### src/rtl/spi_irq_pkg.sv
// Package: shared constants and register selectors for the SPI interrupt aggregator.
// Assumes a 3-bit word address and a seven-bit status word.
package spi_irq_pkg;
    localparam int NUM_IRQ    = 7;
    localparam int REG_ADDR_W = 3;

    localparam int BIT_RX_OVF   = 0;
    localparam int BIT_MODE_ERR = 1;
    localparam int BIT_TX_LOW   = 2;
    localparam int BIT_TX_FULL  = 3;
    localparam int BIT_RX_AVAIL = 4;
    localparam int BIT_RX_FULL  = 5;
    localparam int BIT_TX_UNF   = 6;

    // Bits that latch events; the remainder are rebuilt each cycle.
    localparam logic [NUM_IRQ-1:0] STICKY_BITS = 7'b100_0011;

    typedef enum logic [REG_ADDR_W-1:0] {
        SEL_STATUS  = 3'd0,
        SEL_ENABLE  = 3'd1,
        SEL_DISABLE = 3'd2,
        SEL_MASK    = 3'd3,
        SEL_TX_THR  = 3'd4,
        SEL_RX_THR  = 3'd5
    } reg_sel_e;
endpackage

### src/rtl/spi_irq_regport.sv
// Register port: decodes accesses into clear/set strobes, keeps the two
// thresholds and returns read data one cycle after a read is accepted.
// Assumes every request is accepted in the cycle it is presented.
module spi_irq_regport
    import spi_irq_pkg::*;
#(
    parameter int DATA_W = 32,
    parameter int CNT_W  = 6
) (
    input  logic                  clk,
    input  logic                  rst_n,
    input  logic                  reg_valid,
    input  logic                  reg_write,
    input  logic [REG_ADDR_W-1:0] reg_addr,
    input  logic [DATA_W-1:0]     reg_wdata,
    input  logic [NUM_IRQ-1:0]    status_q,
    input  logic [NUM_IRQ-1:0]    mask_q,
    output logic [NUM_IRQ-1:0]    status_w1c,
    output logic                  status_rd_clr,
    output logic [NUM_IRQ-1:0]    mask_set,
    output logic [NUM_IRQ-1:0]    mask_clr,
    output logic [CNT_W-1:0]      tx_thr,
    output logic [CNT_W-1:0]      rx_thr,
    output logic [DATA_W-1:0]     reg_rdata,
    output logic                  reg_rvalid
);
    logic                  wr_acc;
    logic                  rd_acc;
    logic [DATA_W-1:0]     rdata_nxt;
    logic                  unused_wdata;

    assign wr_acc = reg_valid & reg_write;
    assign rd_acc = reg_valid & ~reg_write;
    assign unused_wdata = ^reg_wdata;

    // Decode write strobes for status clear and mask set/clear.
    always_comb begin
        status_w1c    = '0;
        mask_set      = '0;
        mask_clr      = '0;
        status_rd_clr = rd_acc && (reg_addr == SEL_STATUS);
        if (wr_acc) begin
            case (reg_sel_e'(reg_addr))
                SEL_STATUS:  status_w1c = reg_wdata[NUM_IRQ-1:0];
                SEL_ENABLE:  mask_set   = reg_wdata[NUM_IRQ-1:0];
                SEL_DISABLE: mask_clr   = reg_wdata[NUM_IRQ-1:0];
                default:     ;
            endcase
        end
    end

    // Threshold registers, reset to one.
    always_ff @(posedge clk) begin
        if (!rst_n) begin
            tx_thr <= CNT_W'(1);
            rx_thr <= CNT_W'(1);
        end else if (wr_acc) begin
            if (reg_addr == SEL_TX_THR) tx_thr <= reg_wdata[CNT_W-1:0];
            if (reg_addr == SEL_RX_THR) rx_thr <= reg_wdata[CNT_W-1:0];
        end
    end

    // Read multiplexer; set/clear registers and unmapped words read zero.
    always_comb begin
        case (reg_sel_e'(reg_addr))
            SEL_STATUS: rdata_nxt = DATA_W'(status_q);
            SEL_MASK:   rdata_nxt = DATA_W'(mask_q);
            SEL_TX_THR: rdata_nxt = DATA_W'(tx_thr);
            SEL_RX_THR: rdata_nxt = DATA_W'(rx_thr);
            default:    rdata_nxt = '0;
        endcase
    end

    // Registered read response.
    always_ff @(posedge clk) begin
        if (!rst_n) begin
            reg_rdata  <= '0;
            reg_rvalid <= 1'b0;
        end else begin
            reg_rvalid <= rd_acc;
            if (rd_acc) reg_rdata <= rdata_nxt;
        end
    end
endmodule

### src/rtl/spi_irq_status.sv
// Status word: per bit either a sticky event latch or a level flag rebuilt
// from FIFO state every cycle. Holds everything while freeze is high.
// Assumes event inputs are single-cycle pulses.
module spi_irq_status
    import spi_irq_pkg::*;
#(
    parameter int CNT_W = 6
) (
    input  logic               clk,
    input  logic               rst_n,
    input  logic               freeze,
    input  logic [CNT_W-1:0]   tx_count,
    input  logic [CNT_W-1:0]   rx_count,
    input  logic [CNT_W-1:0]   tx_thr,
    input  logic [CNT_W-1:0]   rx_thr,
    input  logic               tx_full,
    input  logic               rx_full,
    input  logic [NUM_IRQ-1:0] evt,
    input  logic [NUM_IRQ-1:0] status_w1c,
    input  logic               status_rd_clr,
    output logic [NUM_IRQ-1:0] status_q
);
    logic [NUM_IRQ-1:0] level;

    // Live FIFO conditions at their status positions.
    always_comb begin
        level               = '0;
        level[BIT_TX_LOW]   = tx_count < tx_thr;
        level[BIT_TX_FULL]  = tx_full;
        level[BIT_RX_AVAIL] = rx_count >= rx_thr;
        level[BIT_RX_FULL]  = rx_full;
    end

    for (genvar i = 0; i < NUM_IRQ; i++) begin : g_bit
        if (STICKY_BITS[i]) begin : g_sticky
            // Event latch: the event wins over a clear in the same cycle.
            always_ff @(posedge clk) begin
                if (!rst_n)
                    status_q[i] <= 1'b0;
                else if (!freeze)
                    status_q[i] <= (status_q[i] & ~(status_w1c[i] | status_rd_clr)) | evt[i];
            end
        end else begin : g_level
            // Level flag: re-derived each cycle, so clears cannot remove it.
            always_ff @(posedge clk) begin
                if (!rst_n)
                    status_q[i] <= 1'b0;
                else if (!freeze)
                    status_q[i] <= level[i];
            end
        end
    end
endmodule

### src/rtl/spi_irq_mask.sv
// Interrupt enable mask built from separate set and clear strobes.
// Assumes set and clear never target the same bit in one cycle.
module spi_irq_mask
    import spi_irq_pkg::*;
(
    input  logic               clk,
    input  logic               rst_n,
    input  logic [NUM_IRQ-1:0] mask_set,
    input  logic [NUM_IRQ-1:0] mask_clr,
    output logic [NUM_IRQ-1:0] mask_q
);
    // Apply set and clear strobes to the mask.
    always_ff @(posedge clk) begin
        if (!rst_n)
            mask_q <= '0;
        else
            mask_q <= (mask_q | mask_set) & ~mask_clr;
    end
endmodule

### src/rtl/spi_irq_aggregator.sv
// Top level: gathers FIFO state and error pulses into a status word, keeps
// the enable mask and drives one interrupt line from their AND.
// Assumes FIFO inputs are synchronous to clk.
module spi_irq_aggregator
    import spi_irq_pkg::*;
#(
    parameter int DATA_W = 32,
    parameter int CNT_W  = 6
) (
    input  logic                  clk,
    input  logic                  rst_n,
    input  logic [CNT_W-1:0]      tx_count,
    input  logic [CNT_W-1:0]      rx_count,
    input  logic                  tx_full,
    input  logic                  rx_full,
    input  logic                  tx_underflow_evt,
    input  logic                  rx_overflow_evt,
    input  logic                  mode_fault_evt,
    input  logic                  linear_mode,
    input  logic                  reg_valid,
    input  logic                  reg_write,
    input  logic [REG_ADDR_W-1:0] reg_addr,
    input  logic [DATA_W-1:0]     reg_wdata,
    output logic [DATA_W-1:0]     reg_rdata,
    output logic                  reg_rvalid,
    output logic                  irq
);
    logic [NUM_IRQ-1:0] status_q;
    logic [NUM_IRQ-1:0] mask_q;
    logic [NUM_IRQ-1:0] status_w1c;
    logic               status_rd_clr;
    logic [NUM_IRQ-1:0] mask_set;
    logic [NUM_IRQ-1:0] mask_clr;
    logic [CNT_W-1:0]   tx_thr;
    logic [CNT_W-1:0]   rx_thr;
    logic [NUM_IRQ-1:0] evt;

    // Place event pulses at their status positions.
    always_comb begin
        evt               = '0;
        evt[BIT_RX_OVF]   = rx_overflow_evt;
        evt[BIT_MODE_ERR] = mode_fault_evt;
        evt[BIT_TX_UNF]   = tx_underflow_evt;
    end

    spi_irq_regport #(.DATA_W(DATA_W), .CNT_W(CNT_W)) u_regport (
        .clk(clk), .rst_n(rst_n),
        .reg_valid(reg_valid), .reg_write(reg_write), .reg_addr(reg_addr),
        .reg_wdata(reg_wdata), .status_q(status_q), .mask_q(mask_q),
        .status_w1c(status_w1c), .status_rd_clr(status_rd_clr),
        .mask_set(mask_set), .mask_clr(mask_clr),
        .tx_thr(tx_thr), .rx_thr(rx_thr),
        .reg_rdata(reg_rdata), .reg_rvalid(reg_rvalid)
    );

    spi_irq_status #(.CNT_W(CNT_W)) u_status (
        .clk(clk), .rst_n(rst_n), .freeze(linear_mode),
        .tx_count(tx_count), .rx_count(rx_count),
        .tx_thr(tx_thr), .rx_thr(rx_thr),
        .tx_full(tx_full), .rx_full(rx_full), .evt(evt),
        .status_w1c(status_w1c), .status_rd_clr(status_rd_clr),
        .status_q(status_q)
    );

    spi_irq_mask u_mask (
        .clk(clk), .rst_n(rst_n),
        .mask_set(mask_set), .mask_clr(mask_clr), .mask_q(mask_q)
    );

    // Interrupt line from the registered mask and status.
    assign irq = |(mask_q & status_q);
endmodule

### config.mk
export PLATFORM = sky130hd
export DESIGN_NAME = spi_irq_aggregator
export DESIGN_NICKNAME = d
export VERILOG_FILES = /design/src/rtl/spi_irq_pkg.sv /design/src/rtl/spi_irq_regport.sv /design/src/rtl/spi_irq_status.sv /design/src/rtl/spi_irq_mask.sv /design/src/rtl/spi_irq_aggregator.sv
export SDC_FILE = /design/constraint.sdc
export NUM_CORES = 1
export LEC_CHECK = 0
export BUFFER_PORTS_ARGS = -buffer_cell sky130_fd_sc_hd__buf_2
export CORE_UTILIZATION = 48
export CTS_BUF_LIST = sky130_fd_sc_hd__clkbuf_4 sky130_fd_sc_hd__clkbuf_8
export DETAILED_ROUTE_END_ITERATION = 10
export HOLD_SLACK_MARGIN = 0.1
export PLACE_DENSITY = 0.83
export SLEW_MARGIN = 20
export SYNTH_ARGS = -nofsm -noshare
export SYNTH_HDL_FRONTEND = slang
export SYNTH_SLANG_ARGS = --single-unit
export TNS_END_PERCENT = 100
### constraint.sdc
create_clock -name clk -period 1.5 [get_ports clk]
set_input_delay 0.3 -clock clk [delete_from_list [all_inputs] [get_ports clk]]
set_output_delay 0.3 -clock clk [all_outputs]
set_load 0.02 [all_outputs]
==> flow_metrics.tcl <==
set metrics [dict create \
    status "finished, violations left" \
    violations "setup timing" \
    cp_slowest_cell "dfxtp_2" \
    num_vias 1671 \
    dp_hpwl_um 3180 \
    fmax_mhz 648 \
    drive_gt1_share_pct 24.0 \
    pin_count 91 \
    critPathLaunchType "register" \
    syn2layout_area_growth_pct 16.5 \
    syn_area_mm2 0.00188 \
    synth_common_cells "dfxtp_1, buf_4, nand2_1" \
    fin_crit_sh_pct 103 \
    synth_edf_count 0 \
    required_ns 1.20 \
    synth-seq-area-share_pct 36.1 \
    grt_antenna_before_repair 0 \
    drt_iter0_markers 112 \
    fin_ws_ns -0.0427 \
    synthXorXnorAreaFrac_pct 0 \
    max-cap-violations 0 \
    chipWidth_um 64.7 \
    dp_cells 315 \
    antennaDiodeCount 0 \
    p_leak_uw 0.000925 \
    wirelength_um 4020 \
    tns_ns -0.0427 \
    path_cells "a222oi_1, nand3_1, buf_4" \
    p_per_area_mw_per_mm2 876 \
    drcViolationCount 0 \
    hp-class "input port to register" \
    pre_cts_ws_ns 0.0732 \
    peakVddDrop_v 0.000415 \
    post_cts_buffers 0 \
    grt_pass1_vias 1469 \
    vias_per_cell 5.17 \
    numPortBuffers 40 \
    die_h_um 64.7 \
    grt_max_degree 20 \
    synth-simple-area-share_pct 14.1 \
    whs_ns 0.230 \
    detail-route-antenna-nets 0 \
    clk-insertion-delay-late_ns 0.29 \
    synthCells 226 \
    die_area_mm2 0.00418 \
    synth_fa_ha_area_share_pct 7.30 \
    synth_top_area_share_pct 36.1 \
    cp_slowest_stage_delay_ns 0.34 \
    setup_violations 1 \
    worstPathArrival_ns 1.24 \
    finalCriticalPeriod_ns 1.54 \
    maxSlewViolCount 0 \
    post_synth.cell_area_avg_um2 8.34 \
    finalClockSkew_ns 0.00633 \
    yosys-top-cells-area "dfxtp_1, buf_4, ha_1" \
    clock-sinks 34 \
    yosysMostFrequentCell "dfxtp_1" \
    core_mm2 0.00372 \
    finalHoldViolCount 0 \
    synth_seq_cells 34 \
    grt_usage_pct 21.1 \
    placementRows 22 \
    final_cells 323 \
    yosysUniqueCellTypes 37 \
    wl_per_cell_um 12.4 \
    ctsHtreeMaxLevel 2 \
    cts_tree "done" \
    root_buffer "clkbuf_8" \
    finalNetCount 342 \
    overflow 0 \
    clock_path_buffers 2 \
    yosysTopAreaCell "dfxtp_1" \
    criticalPathCategory "register to output pin" \
    synthFlopType "dfxtp_1" \
    crit_fanout 3 \
    cts_buffers 5 \
    clk_pin_slew_worst_paths_ns 0.06 \
    critPathCaptureType "output pin" \
    synth_compound_area_share_pct 22.3 \
    rsz0062_at_grt "true" \
    gp_congestion 0.822 \
    start_util_pct 50.7 \
    muxShareOfSynthArea_pct 4.85 \
    drtPass1Iterations 4 \
    synth_top_family_by_area "compound AO/OA/AOI/OAI gates" \
    synth_warnings 0 \
    synth_async_sr_flop_share_pct 0 \
    cts_hold_buf 0 \
    grt_first_pass_wirelength_um 6560 \
    fin_util_pct 59.1 \
]
==> critical path: cells and delay by family (launching register included) <==
| family | cells | cell delay, ns |
|---|---|---|
| flip-flops | 1 | 0.34 |
| AO/OA/AOI/OAI | 1 | 0.33 |
| buffers and inverters | 1 | 0.17 |
| AND/OR/NAND/NOR | 1 | 0.11 |
==> worst paths after layout <==
kind / cells after the start / slack (ns) / startpoint / to
worst max-delay path: 3 / -0.04 / u_status.status_q[2] / irq
worst min-delay path: 2 / 0.23 / reg_wdata[6] / u_mask.mask_q[6]
worst max register to register: 6 / 0.13 / u_regport.tx_thr[1] / u_status.status_q[2]
worst min register to register: 2 / 0.45 / u_regport.reg_rdata[1] / u_regport.reg_rdata[1]
==> cell type report <==
cell class	count	area (um^2)
tap	48	60.1
clock inverter	1	5.00
fill	361	1520
sequential	34	682
multi-input combinational	166	1010
inverter	18	67.6
timing repair buffer	49	283
clock buffer	7	90.1
==> registers in the layout, summed over array words and instances (netlist names) <==
| signal | cells |
|---|---|
| u_mask.mask_q | 7 |
| u_regport.reg_rdata | 7 |
| u_status.status_q | 7 |
| u_regport.rx_thr | 6 |
| u_regport.tx_thr | 6 |
| u_regport.reg_rvalid | 1 |
==> metal layers <==
layer  wire [um]  part of all wire [%]  vias up  global-route usage (%)
met5           0                     0        -                       0
met3         298                   7.4        9                    7.75
met4          95                   2.4        0                    10.8
met2        1820                    45       61                    32.4
met1        1810                    45      754                    25.8
li1            -                     -      847                       -
==> cell usage in the layout, fill, tap and decap left out, types with 8 or more instances in the layout <==
master    count
inv_1        17
nor2_1       10
buf_2        39
ha_1         11
buf_4         9
o21ai_0      18
conb_1       25
a21oi_1      19
dfxtp_1      33
nand2_1      25
a211oi_1      9
mux2i_1       8
==> repair_timing <==
item | CTS | global route
resized for setup | 0 | 2
pin swaps | 0 | 2
endpoints found under the setup margin | 1 | 1
==> metrics by stage <==
stage	power [uW]	cell area [um^2]
after detailed placement	1240	2100
after floorplan	1180	1970
after global placement	1230	2100
after CTS	1940	2190
final	1920	2200
after global routing	2030	2200
==> logic make-up (layout without fill, tap and decap cells) <==
family,Yosys count,count (layout)
adder cells (fa/ha/maj),11,11
AO/OA/AOI/OAI,68,68
other,1,25
buffers and inverters,50,75
flip-flops,34,34
AND/OR/NAND/NOR,53,53
multiplexers,9,9
==> report_power, final <==
| group | total (uW) | switching (uW) | leakage, uW | internal [uW] |
|---|---|---|---|---|
| logic | 273 | 178 | 0.000597 | 95.2 |
| clock network | 703 | 316 | 0.0000517 | 388 |
| registers | 948 | 21.3 | 0.000276 | 926 |
| total | 1920 | 515 | 0.000925 | 1410 |
(Power assumes the default switching activity.)
